File: src/rtl/sram_ctrl_pkg.sv
package sram_ctrl_pkg;

  typedef enum logic [2:0] {
    ST_IDLE,
    ST_TURN,
    ST_WSETUP,
    ST_WPULSE,
    ST_WHOLD,
    ST_RACC
  } ctrlState_t;

  typedef enum logic [1:0] {
    DIR_NONE,
    DIR_RD,
    DIR_WR
  } busDir_t;

  // strobes from control to datapath
  typedef struct packed {
    logic load;        // latch host request fields
    logic selChip;     // chip select active
    logic readEn;      // output enable active
    logic writePulse;  // write enable active
    logic laneEn;      // lane strobes follow the latched mask
    logic driveBus;    // drive the data pins
    logic capture;     // sample the data pins
  } ctrlStrobe_t;

  // ceiling of ns / clkNs, never below one cycle
  function automatic int cyclesFor(input int ns, input int clkNs);
    int c;
    c = (ns + clkNs - 1) / clkNs;
    return (c < 1) ? 1 : c;
  endfunction

endpackage

File: src/rtl/sram_ctrl_fsm.sv
module sram_ctrl_fsm
  import sram_ctrl_pkg::*;
#(
  parameter int WE_CYC   = 1,
  parameter int RD_CYC   = 1,
  parameter int TURN_CYC = 1
) (
  input  logic        clk,
  input  logic        rst,
  input  logic        hostReq,
  input  logic        hostWrite,
  output logic        hostReady,
  output ctrlStrobe_t strobe
);

  localparam int MAX_A   = (WE_CYC > RD_CYC) ? WE_CYC : RD_CYC;
  localparam int MAX_CYC = (MAX_A > TURN_CYC) ? MAX_A : TURN_CYC;
  localparam int CNT_W   = $clog2(MAX_CYC + 1);
  localparam logic [CNT_W-1:0] WE_LD   = CNT_W'(WE_CYC - 1);
  localparam logic [CNT_W-1:0] RD_LD   = CNT_W'(RD_CYC - 1);
  localparam logic [CNT_W-1:0] TURN_LD = CNT_W'(TURN_CYC - 1);

  ctrlState_t       state, nextState;
  busDir_t          lastDir;
  logic [CNT_W-1:0] cnt, cntNext;
  logic             accept;
  logic             needTurn;
  logic             cntDone;

  assign accept   = hostReq && (state == ST_IDLE);
  assign cntDone  = (cnt == '0);
  assign needTurn = (lastDir == DIR_RD && hostWrite) ||
                    (lastDir == DIR_WR && !hostWrite);

  always_comb begin
    nextState = state;
    cntNext   = cnt;
    unique case (state)
      ST_IDLE: begin
        if (accept) begin
          if (needTurn) begin
            nextState = ST_TURN;
            cntNext   = TURN_LD;
          end else if (hostWrite) begin
            nextState = ST_WSETUP;
          end else begin
            nextState = ST_RACC;
            cntNext   = RD_LD;
          end
        end
      end
      ST_TURN: begin
        if (cntDone) begin
          if (lastDir == DIR_WR) begin
            nextState = ST_WSETUP;
          end else begin
            nextState = ST_RACC;
            cntNext   = RD_LD;
          end
        end else begin
          cntNext = cnt - 1'b1;
        end
      end
      ST_WSETUP: begin
        nextState = ST_WPULSE;
        cntNext   = WE_LD;
      end
      ST_WPULSE: begin
        if (cntDone) nextState = ST_WHOLD;
        else         cntNext   = cnt - 1'b1;
      end
      ST_WHOLD: begin
        nextState = ST_IDLE;
      end
      ST_RACC: begin
        if (cntDone) nextState = ST_IDLE;
        else         cntNext   = cnt - 1'b1;
      end
      default: nextState = ST_IDLE;
    endcase
  end

  always_ff @(posedge clk) begin
    if (rst) begin
      state   <= ST_IDLE;
      cnt     <= '0;
      lastDir <= DIR_NONE;
    end else begin
      state <= nextState;
      cnt   <= cntNext;
      if (accept) lastDir <= hostWrite ? DIR_WR : DIR_RD;
    end
  end

  logic inWrite;
  assign inWrite = (state == ST_WSETUP) || (state == ST_WPULSE) ||
                   (state == ST_WHOLD);

  assign hostReady         = (state == ST_IDLE);
  assign strobe.load       = accept;
  assign strobe.selChip    = inWrite || (state == ST_RACC);
  assign strobe.laneEn     = inWrite || (state == ST_RACC);
  assign strobe.readEn     = (state == ST_RACC);
  assign strobe.writePulse = (state == ST_WPULSE);
  assign strobe.driveBus   = inWrite;
  assign strobe.capture    = (state == ST_RACC) && cntDone;

  // an accepted request drops ready in the next cycle
  p_ready_drops_r2: assert property (@(posedge clk) disable iff (rst)
    (hostReq && hostReady) |=> !hostReady);

  // the drive is never switched on right after output enable was active
  p_no_direct_flip_r6: assert property (@(posedge clk) disable iff (rst)
    $rose(strobe.driveBus) |-> !$past(strobe.readEn));

endmodule

File: src/rtl/sram_ctrl_dpath.sv
module sram_ctrl_dpath
  import sram_ctrl_pkg::*;
#(
  parameter int ADDR_W = 15,
  parameter int DATA_W = 16,
  parameter int LANE_W = 8
) (
  input  logic                     clk,
  input  logic                     rst,
  input  ctrlStrobe_t              strobe,
  input  logic [ADDR_W-1:0]        hostAddr,
  input  logic [DATA_W-1:0]        hostWdata,
  input  logic [DATA_W/LANE_W-1:0] hostMask,
  output logic [DATA_W-1:0]        hostRdata,
  output logic                     hostValid,
  output logic [ADDR_W-1:0]        memAddr,
  output logic                     memCeN,
  output logic                     memOeN,
  output logic                     memWeN,
  output logic [DATA_W/LANE_W-1:0] memLaneN,
  output logic [DATA_W-1:0]        memDataOut,
  output logic                     memDataOe,
  input  logic [DATA_W-1:0]        memDataIn
);

  localparam int LANES = DATA_W / LANE_W;

  logic [ADDR_W-1:0] addrQ;
  logic [DATA_W-1:0] wdataQ;
  logic [LANES-1:0]  maskQ;
  logic              validQ;

  always_ff @(posedge clk) begin
    if (rst) begin
      addrQ  <= '0;
      wdataQ <= '0;
      maskQ  <= '0;
    end else if (strobe.load) begin
      addrQ  <= hostAddr;
      wdataQ <= hostWdata;
      maskQ  <= hostMask;
    end
  end

  always_ff @(posedge clk) begin
    if (rst) validQ <= 1'b0;
    else     validQ <= strobe.capture;
  end

  for (genvar g = 0; g < LANES; g++) begin : gLane
    logic [LANE_W-1:0] rdLane;
    always_ff @(posedge clk) begin
      if (rst) begin
        rdLane <= '0;
      end else if (strobe.capture) begin
        rdLane <= maskQ[g] ? memDataIn[g*LANE_W +: LANE_W] : '0;
      end
    end
    assign hostRdata[g*LANE_W +: LANE_W] = rdLane;
    assign memLaneN[g] = !(strobe.laneEn && maskQ[g]);
  end

  assign hostValid  = validQ;
  assign memAddr    = addrQ;
  assign memDataOut = wdataQ;
  assign memDataOe  = strobe.driveBus;
  assign memCeN     = !strobe.selChip;
  assign memOeN     = !strobe.readEn;
  assign memWeN     = !strobe.writePulse;

  // address, data and lanes are steady while write enable is low
  p_we_stable_r3: assert property (@(posedge clk) disable iff (rst)
    !memWeN |-> ($stable(memAddr) && $stable(memDataOut) && $stable(memLaneN)));

  // one hold cycle after the write pulse, still selected and driving
  p_we_hold_r3: assert property (@(posedge clk) disable iff (rst)
    $rose(memWeN) |-> ($stable(memAddr) && memDataOe && !memCeN));

  // output enable falls only after a cycle without drive
  p_oe_after_release_r8: assert property (@(posedge clk) disable iff (rst)
    $fell(memOeN) |-> !$past(memDataOe));

  // valid is a single-cycle pulse
  p_valid_single_r10: assert property (@(posedge clk) disable iff (rst)
    hostValid |=> !hostValid);

endmodule

File: src/rtl/sram_lane_ctrl.sv
module sram_lane_ctrl
  import sram_ctrl_pkg::*;
#(
  parameter int ADDR_W    = 15,
  parameter int DATA_W    = 16,
  parameter int LANE_W    = 8,
  parameter int CLK_NS    = 10,
  parameter int T_WE_NS   = 7,
  parameter int T_ACC_NS  = 10,
  parameter int T_HIZ_NS  = 5
) (
  input  logic                     clk,
  input  logic                     rst,
  input  logic                     hostReq,
  output logic                     hostReady,
  input  logic                     hostWrite,
  input  logic [ADDR_W-1:0]        hostAddr,
  input  logic [DATA_W-1:0]        hostWdata,
  input  logic [DATA_W/LANE_W-1:0] hostMask,
  output logic [DATA_W-1:0]        hostRdata,
  output logic                     hostValid,
  output logic [ADDR_W-1:0]        memAddr,
  output logic                     memCeN,
  output logic                     memOeN,
  output logic                     memWeN,
  output logic [DATA_W/LANE_W-1:0] memLaneN,
  output logic [DATA_W-1:0]        memDataOut,
  output logic                     memDataOe,
  input  logic [DATA_W-1:0]        memDataIn
);

  // phase lengths from the nanosecond limits
  localparam int WE_CYC   = cyclesFor(T_WE_NS, CLK_NS);
  localparam int RD_CYC   = cyclesFor(T_ACC_NS, CLK_NS);
  localparam int TURN_CYC = cyclesFor(T_HIZ_NS, CLK_NS);

  ctrlStrobe_t strobe;

  sram_ctrl_fsm #(
    .WE_CYC  (WE_CYC),
    .RD_CYC  (RD_CYC),
    .TURN_CYC(TURN_CYC)
  ) uCtrl (
    .clk      (clk),
    .rst      (rst),
    .hostReq  (hostReq),
    .hostWrite(hostWrite),
    .hostReady(hostReady),
    .strobe   (strobe)
  );

  sram_ctrl_dpath #(
    .ADDR_W(ADDR_W),
    .DATA_W(DATA_W),
    .LANE_W(LANE_W)
  ) uPath (
    .clk       (clk),
    .rst       (rst),
    .strobe    (strobe),
    .hostAddr  (hostAddr),
    .hostWdata (hostWdata),
    .hostMask  (hostMask),
    .hostRdata (hostRdata),
    .hostValid (hostValid),
    .memAddr   (memAddr),
    .memCeN    (memCeN),
    .memOeN    (memOeN),
    .memWeN    (memWeN),
    .memLaneN  (memLaneN),
    .memDataOut(memDataOut),
    .memDataOe (memDataOe),
    .memDataIn (memDataIn)
  );

endmodule

File: config.mk
export PLATFORM = sky130hd
export DESIGN_NAME = sram_lane_ctrl
export DESIGN_NICKNAME = d
export VERILOG_FILES = /design/src/rtl/sram_ctrl_pkg.sv /design/src/rtl/sram_ctrl_fsm.sv /design/src/rtl/sram_ctrl_dpath.sv /design/src/rtl/sram_lane_ctrl.sv
export SDC_FILE = /design/constraint.sdc
export NUM_CORES = 1
export LEC_CHECK = 0
export BUFFER_PORTS_ARGS = -buffer_cell sky130_fd_sc_hd__buf_2
export CAP_MARGIN = 5
export CELL_PAD_IN_SITES_DETAIL_PLACEMENT = 0
export CELL_PAD_IN_SITES_GLOBAL_PLACEMENT = 1
export CORE_MARGIN = 5
export CORE_UTILIZATION = 32
export CTS_BUF_LIST = sky130_fd_sc_hd__clkbuf_4
export CTS_CLUSTER_DIAMETER = 50
export CTS_CLUSTER_SIZE = 30
export DETAILED_ROUTE_END_ITERATION = 6
export PLACE_DENSITY = 0.89
export SYNTH_ARGS = -nofsm -noshare
export SYNTH_HDL_FRONTEND = slang
export SYNTH_SLANG_ARGS = --single-unit
File: constraint.sdc
create_clock -name clk -period 1.7 [get_ports clk]
set_input_delay 0.34 -clock clk [delete_from_list [all_inputs] [get_ports clk]]
set_output_delay 0.34 -clock clk [all_outputs]
set_load 0.05 [all_outputs]
== After elaboration in Yosys (flattened, before gate mapping) ==
Cells that the tools add are included.
Widths: inputs -> output; s select.

* Register bits: 56
* Bits of input ports: 53
* Output and inout bits: 55
* Word-level logic and storage cells: 60

* Add/subtract/negate cells: 1
* Eq/ne operators: 12
* Muxes and demuxes: 16
* Bitwise logic cells: 1
* Reduce and logical (&&, ||, !) cells: 21

{| class="wikitable"
|+ Operators by type and width
! cell !! number
|-
| $mux 3 || 7
|-
| $mux 8 || 2
|-
| $pmux 3 s5 || 1
|-
| $eq 3x2->1 const B || 2
|-
| $eq 3x3->1 const B || 2
|-
| $logic_and 1x1->1 || 6
|-
| $logic_not 1->1 || 6
|-
| $ne 2x2->1 const B || 3
|-
| $logic_or 1x1->1 || 4
|-
| $mux 1 || 4
|-
| $reduce_and 4->1 || 1
|-
| $eq 3x1->1 const B || 1
|-
| $logic_not 3->1 || 1
|-
| $ne 3x2->1 const B || 1
|-
| $pmux 1 s3 || 1
|-
| $reduce_and 3->1 || 1
|-
| $reduce_bool 3->1 || 1
|-
| $reduce_or 3->1 || 1
|-
| $eq 2x1->1 const B || 1
|-
| $eq 2x2->1 const B || 1
|-
| $mux 2 || 1
|-
| $ne 2x1->1 const B || 1
|-
| $not 1->1 || 1
|-
| $sub 1x1->1 const B || 1
|}

== Depth between registers and ports, before layout ==
Gate-level depths: netlist of the first run.

* Depth in word-level cells: 6
* Mapped depth: 6
* Depth with buffers taken out: 3

== Modules after synthesis ==
Synthesis of the first run repeated with hierarchy kept, for this count alone.

* Cells, all modules: 226
* Area total of the unflattened synthesis: 2225.9 um^2

{| class="wikitable"
|+ Modules (own cells, without submodules)
! module !! times used !! cells each !! area each (um^2) !! sequential area each (um^2)
|-
| sram_ctrl_dpath || 1 || 186 || 1884.3 || 1001.0
|-
| sram_ctrl_fsm || 1 || 40 || 341.6 || 100.1
|}

== Worst setup path before layout of the first run ==
Ideal clock, no wire load.

* Kind: register to output
* From: register uCtrl.state[0]
* To: output hostReady
* Arrival: 1625 ps
* Data required time: 1360 ps
* Slack: -265 ps
* Stages on the path, launching flop included: 3
* Buffers on the path: 1
* Cell sequence: dfxtp_1 -> clkbuf_1 -> nor3_1

* Longest elaborated chain between the ends: 1

{| class="wikitable"
|+ RTL lines
! element !! RTL line !! source
|-
| start, declared || sram_ctrl_fsm.sv:23 || <nowiki>ctrlState_t state, nextState;</nowiki>
|-
| start signal, assigned || sram_ctrl_fsm.sv:89 || <nowiki>state <= nextState;</nowiki>
|-
| $logic_not 3->1 || sram_ctrl_fsm.sv:99 || <nowiki>assign hostReady = (state == ST_IDLE);</nowiki>
|-
| end, declared || sram_lane_ctrl.sv:15 || <nowiki>output logic hostReady,</nowiki>
|}

Every way passes these cells.

== Worst setup path after layout of the first run ==
* From: register uCtrl.state[1]
* To: output memLaneN[0]

* Longest elaborated chain between the ends: 6

{| class="wikitable"
|+ RTL lines
! element !! RTL line !! source
|-
| $eq 3x2->1 || sram_ctrl_fsm.sv:96 || <nowiki>assign inWrite = (state == ST_WSETUP) || (state == ST_WPULSE) ||</nowiki>
|-
| $logic_or 1x1->1 (2 in a row) || sram_ctrl_fsm.sv:96 ||
|-
| $logic_or 1x1->1 (*) || sram_ctrl_fsm.sv:102 || <nowiki>assign strobe.laneEn = inWrite || (state == ST_RACC);</nowiki>
|-
| $logic_and 1x1->1 (*) || sram_ctrl_dpath.sv:60 || <nowiki>assign memLaneN[g] = !(strobe.laneEn && maskQ[g]);</nowiki>
|-
| $logic_not 1->1 (*) || sram_ctrl_dpath.sv:60 ||
|-
| end, declared || sram_lane_ctrl.sv:26 || <nowiki>output logic [DATA_W/LANE_W-1:0] memLaneN,</nowiki>
|}

Every way passes the cells marked *; elsewhere a longest branch is shown, timed or not.

==> flow_summary.toml, run 1 <==
[timing]
finalClockSkew_ns = 0.00371
drv_slew = 0
rsz0062_at_grt = "yes"
slew_headroom_pct = 54.2
period_share_pct = 97.2
hold_viol = 0
tightest_slew_ns = 0.687
setup_viol = 0
fmax_mhz = 605
layout_min_cycle_time_ns = 1.65
whs_ns = 0.177
finalWorstSetupSlack_ns = 0.0484

[die]
fp.dieH_um = 88.8
rows = 28
io_pins = 108
start_util_pct = 33.2
fp.coreArea_um2 = 5990
dieArea_um2 = 7880
die_x_um = 88.8

[cts]
clock_latency_ns = 0.36
cts_buffers = 5
cts_hold_buf = 0
htree_levels = 2
clockRootBuffer = "clkbuf_4"
clk_pin_slew_ns = 0.15
cts_num_sinks = 55
cts_buffer_depth = 2
cts_tree = "built"

[final_layout]
n_antenna_cell = 0
fin_nets = 387
area.growth.synth_to_final_pct = 39.6
nFillCells = 622
drive_gt1_share_pct = 41.2

[synth]
synth_cell_types = 26
async_flop_share_pct = 0
synthCells = 225
synth.ff_latch_count = 55
synth_ff_type = "dfxtp_1"
synth_edf_count = 0
seq_area_frac_synth_pct = 55.4
yosys_warnings = 0
synth_area_per_cell_um2 = 8.83
syn_nets = 278
synth_area_um2 = 1990

[worst_hold_path]
min_from = "memDataIn[5]"
min_path_type = "in2reg"

[global_routing]
grt_pass1_vias = 1803
grt_max_degree = 36
overflow = 0
grt_first_pass_wirelength_um = 8080
grt_util_all_layers_pct = 12.9
antenna_found_initial = 0

[power]
clkPwrFrac_pct = 18.6
cellInternalPower_mw = 1.84
pwr-share-seq_pct = 49.2
pwr-share-comb_pct = 32.2
swShare_pct = 36.9
power.density_nw_per_um2 = 1050
power_leakage_nw = 1.32
p_sw_mw = 1.08
vdd_drop_max_mv = 0.479

[route]
wirelength_um = 5250
via_per_inst = 4.68
drt_iter0_drc = 77
detail_route.wl_per_cell_um = 12.8
num_vias = 1920
drc = 0
ant_nets = 0
drt-pass1-iter-count = 4

[worst_setup_path]
cp.required_ns = 1.36
crit_chain = "buf_12, xor2_2, nand2_1, buf_6"
crit_family = "flip-flops"
end_kind = "output pin"
crit_path_start = "uCtrl.state[1]$_SDFFE_PP0P_"
critPathMaxFanout = 10
start_kind = "flop"
slowest_stage = "dfxtp_2"
max_stage_delay_ns = 0.37
r2r_start = "uCtrl.state[1]$_SDFFE_PP0P_"
worstPathArrival_ns = 1.31
critPathKind = "reg2out"
crit_buf_inv = 2

[placed_design]
place_hpwl_um = 3890
io_buffers = 107
gp_congestion = 0.733
detailedPlace.worstSlack_ns = 0.0336

[outcome]
status = "complete, no violations"

[flow_run]
maxCapViolCount = 0
per-layer routing:
metal	vias up	wire (µm)	track usage, %
met4	0	24	3.30
met2	80	2260	20.9
met3	2	633	4.75
li1	973	-	-
met1	865	2340	16.1
met5	-	0	0
final cells by class:
| class | instances | area [µm²] | area share (%) |
|---|---|---|---|
| sequential | 55 | 1110 | 39.9 |
| clock inverter | 3 | 15.0 | 0.541 |
| inverter | 2 | 7.51 | 0.271 |
| tap | 75 | 93.8 | 3.38 |
| timing repair buffer | 119 | 687 | 24.8 |
| multi-input combinational | 151 | 826 | 29.8 |
| clock buffer | 5 | 37.5 | 1.35 |
power by group through the flow:
stage / Combinational [mW] / Clock (mW) / Sequential, mW
finish: 0.940 / 0.544 / 1.44
CTS: 0.921 / 0.579 / 1.43
detailed placement: 0.890 / 0 / 1.46
global route: 1.01 / 0.629 / 1.45
global placement: 0.883 / 0 / 1.46
floorplan: 0.389 / 0 / 1.71
sequential cells by signal (all words and copies together) (netlist names):
name	cells
uCtrl.state	3
uPath.hostValid	1
uPath.maskQ	2
uPath.memDataOut	16
uPath.memAddr	15
uPath.gLane.rdLane	16
uCtrl.lastDir	2
logic make-up after synthesis:
family / share of synthesized area, %
compound gates: 19.0
xor+xnor: 0.441
buf+inv: 4.72
flops: 55.4
simple gates: 20.4
cell usage after synthesis, types with 2 or more instances:
cell      instances  share of area (%)
buf_6             2                1.1
nor2b_1           3               0.94
nor2_1            4               0.76
buf_2             6                1.5
inv_1             2               0.38
a211oi_1          2               0.76
clkbuf_1          8                1.5
dfxtp_1          55                 55
nand2_1          73                 14
nor3_1            2               0.50
and2_1            2               0.63
a22o_1           17                7.5
or3_1             2               0.63
a21oi_1          35                8.8
path summary, 6_finish.rpt:
kind / end / slack, ns / cells past startpoint
worst max-delay path: memLaneN[0] / 0.05 / 4
worst min-delay path: uPath.gLane[0].rdLane[5]$_SDFFE_PP0N_ / 0.18 / 2
worst max register to register: uPath.memDataOut[13]$_SDFFE_PP0P_ / 0.09 / 6
worst min register to register: uPath.memAddr[12]$_SDFFE_PP0P_ / 0.46 / 2
stage by stage:
stage	TNS [ns]	cells	cell area [µm²]	power, mW	util (%)
finish	0	410	2770	2.92	46.3
global placement	0	399	2620	2.34	43.7
global route	-0.0921	410	2770	3.10	46.3
floorplan	0	225	1990	2.10	-
CTS	0	407	2710	2.94	45.3
detailed placement	0	399	2620	2.35	43.7
repair_timing:
action	4_1_cts	5_1_grt
buffers inserted	0	3
gates resized for setup	15	12
hold endpoints to repair	0	0
setup endpoints to repair	16	6
pin swaps	1	0
cells in the final DEF, fill, tap and decap left out, drive strengths merged, types with 2 or more instances in the layout:
| master | instances |
|---|---|
| buf | 118 |
| nand2 | 73 |
| dfxtp | 55 |
| a21oi | 35 |
| a22o | 17 |
| clkbuf | 6 |
| nor2 | 4 |
| nor2b | 3 |
| inv | 2 |
| and2 | 2 |
| or3 | 2 |
| a211oi | 2 |
| clkinv | 2 |
| nor3 | 2 |
Power figures use the tool's default switching activity.
==> run 2, diff against run 1 <==
Settings changed: ABC_CLOCK_PERIOD_IN_PS from default to 1700, BUFFER_PORTS_ARGS -buffer_cell sky130_fd_sc_hd__buf_2 to -buffer_cell sky130_fd_sc_hd__clkbuf_2, CELL_PAD_IN_SITES_GLOBAL_PLACEMENT 1 to 2, CORE_UTILIZATION 32 to 25, PLACE_DENSITY 0.89 to 0.9.
==> run 2 against run 1 <==
  * Largest cell class unchanged
  * Power rose by 11%
  * Register-to-register slack improved by 0.05 ns
  * Count of clock-buffer cells in the layout rose by 1
==> flow_summary.toml, run 2 (synthesis gave the netlist of run 1 again) <==
[outcome]
status = "complete, no violations"

[power]
swShare_pct = 33.6
p_sw_mw = 1.09
power.density_nw_per_um2 = 1140
pwr-share-comb_pct = 28.1
power_leakage_nw = 1.32
cellInternalPower_mw = 2.15
vdd_drop_max_mv = 0.393
clkPwrFrac_pct = 27.0
pwr-share-seq_pct = 44.8

[final_layout]
final_common_cell = "clkbuf_2"
fin_nets = 388
nFillCells = 828
n_antenna_cell = 0
area.growth.synth_to_final_pct = 42.8
final_cell_mix = "clkbuf_2 (101), nand2_1 (73), dfxtp_1 (52)"
fin_area_um2 = 2840
drive_gt1_share_pct = 41.7
postLayoutCoreUtil_pct = 36.7

[global_routing]
grt_max_degree = 21
antenna_found_initial = 0
overflow = 0
grt_first_pass_wirelength_um = 9090
grt_util_all_layers_pct = 11.2
grt_pass1_vias = 1873

[route]
drt-pass1-iter-count = 4
wl_met2_um = 2380
drt_iter0_drc = 35
top_layer_used = "met4"
detail_route.wl_per_cell_um = 12.6
ant_nets = 0
wirelength_um = 5540
met1_length_um = 2540
num_vias = 1901
via_per_inst = 4.34
drc = 0
route.met3.wl_um = 577

[worst_setup_path]
rr_endpoint = "uPath.memAddr[11]$_SDFFE_PP0P_"
start_kind = "flop"
rr_worst_depth = 5
critPathMaxFanout = 8
worstPathArrival_ns = 1.27
cp.required_ns = 1.36
end_kind = "output pin"
crit_path_start = "uCtrl.state[0]$_SDFFE_PP0P_"
endpoint = "memOeN"
critPathKind = "reg2out"
r2r_start = "uCtrl.state[1]$_SDFFE_PP0P_"
r2r_setup_slack_ns = 0.14

[timing]
hold_viol = 0
layout_min_cycle_time_ns = 1.61
drv_slew = 0
setup_viol = 0
fmax_mhz = 621
tightest_slew_ns = 0.293
slew_headroom_pct = 80.5
finalClockSkew_ns = 0.00481
period_share_pct = 94.7

[worst_hold_path]
min_path_type = "in2reg"

[cts]
cts_buffers = 5
htree_levels = 2
cts_tree = "built"
clock_latency_ns = 0.36
clk_pin_slew_ns = 0.15
cts_buffer_depth = 2
cts_num_sinks = 55
clockRootBuffer = "clkbuf_4"

[placed_design]
io_buffers = 107
gp_congestion = 0.822
placed_cell_area_um2 = 2650
place_hpwl_um = 4210

[die]
fp.coreArea_um2 = 7730
io_pins = 108
rows = 32
dieArea_um2 = 9830
die_x_um = 99.2
start_util_pct = 25.7
fp.dieH_um = 99.2

[flow_run]
maxCapViolCount = 0
[run 2: changes by cell type in the layout (fill, tap and decap cells not counted), sizes merged]
cell	delta
buf	-101
bufinv	+2
clkbuf	+103
clkinv	-2
clkinvlp	-1
[run 2: final cells by class]
type	instances	area, µm²	area share, %
Sequential cell	55	1110	39.2
Multi-Input combinational cell	151	817	28.8
Timing Repair Buffer	120	667	23.5
Tap cell	102	128	4.50
Clock inverter	2	60.1	2.12
Clock buffer	6	45.0	1.59
Inverter	2	7.51	0.265
[run 2: metal layers]
metal	GRT usage (%)	vias to the layer above
met4	3.57	0
met5	0	-
met3	4.28	5
met2	17.8	85
met1	14.1	836
li1	-	975
[run 2: critical path, stage by stage, from the launching register on]
cell,delay (ns)
dfxtp_4,0.43
nor2b_2,0.21
nand2_1,0.06
buf_2,0.21
[run 2: power groups by stage]
stage	logic [mW]	registers (mW)	clock network (mW)
finish	0.911	1.45	0.875
global placement	0.869	1.47	0
floorplan	0.389	1.71	0
CTS	0.894	1.46	0.917
global route	0.991	1.47	0.961
detailed placement	0.872	1.48	0
[run 2: metrics by stage]
stage	std cells	setup slack (ns)	setup TNS, ns	hold slack (ns)	power, mW
floorplan	225	0.103	0	0.445	2.10
global placement	428	0.228	0	0.442	2.34
detailed placement	428	0.215	0	0.449	2.35
CTS	436	-0.0453	-0.0772	0.143	3.27
global route	438	-0.00379	-0.00410	0.136	3.42
finish	438	0.0901	0	0.166	3.24
[run 2: worst min path at each step]
stage / start / to / slack [ns] / depth (start not counted)
2_1_floorplan: uPath.maskQ[0]$_SDFFE_PP0P_ / uPath.maskQ[0]$_SDFFE_PP0P_ / 0.44 / 2
3_3_place_gp: uPath.memDataOut[6]$_SDFFE_PP0P_ / uPath.memDataOut[6]$_SDFFE_PP0P_ / 0.44 / 2
3_5_place_dp: uPath.memDataOut[0]$_SDFFE_PP0P_ / uPath.memDataOut[0]$_SDFFE_PP0P_ / 0.45 / 2
4_1_cts: hostAddr[6] / uPath.memAddr[6]$_SDFFE_PP0P_ / 0.14 / 3
5_1_grt: hostWdata[9] / uPath.memDataOut[9]$_SDFFE_PP0P_ / 0.14 / 3
6_report: hostAddr[1] / uPath.memAddr[1]$_SDFFE_PP0P_ / 0.17 / 3
[run 2: what timing repair did]
action                                 4_1_cts  5_1_grt
setup buffers                                0        2
hold buffers                                 0        0
gates resized for setup                     13       13
endpoints found under the hold margin        0        0
setup endpoints to repair                    7        7
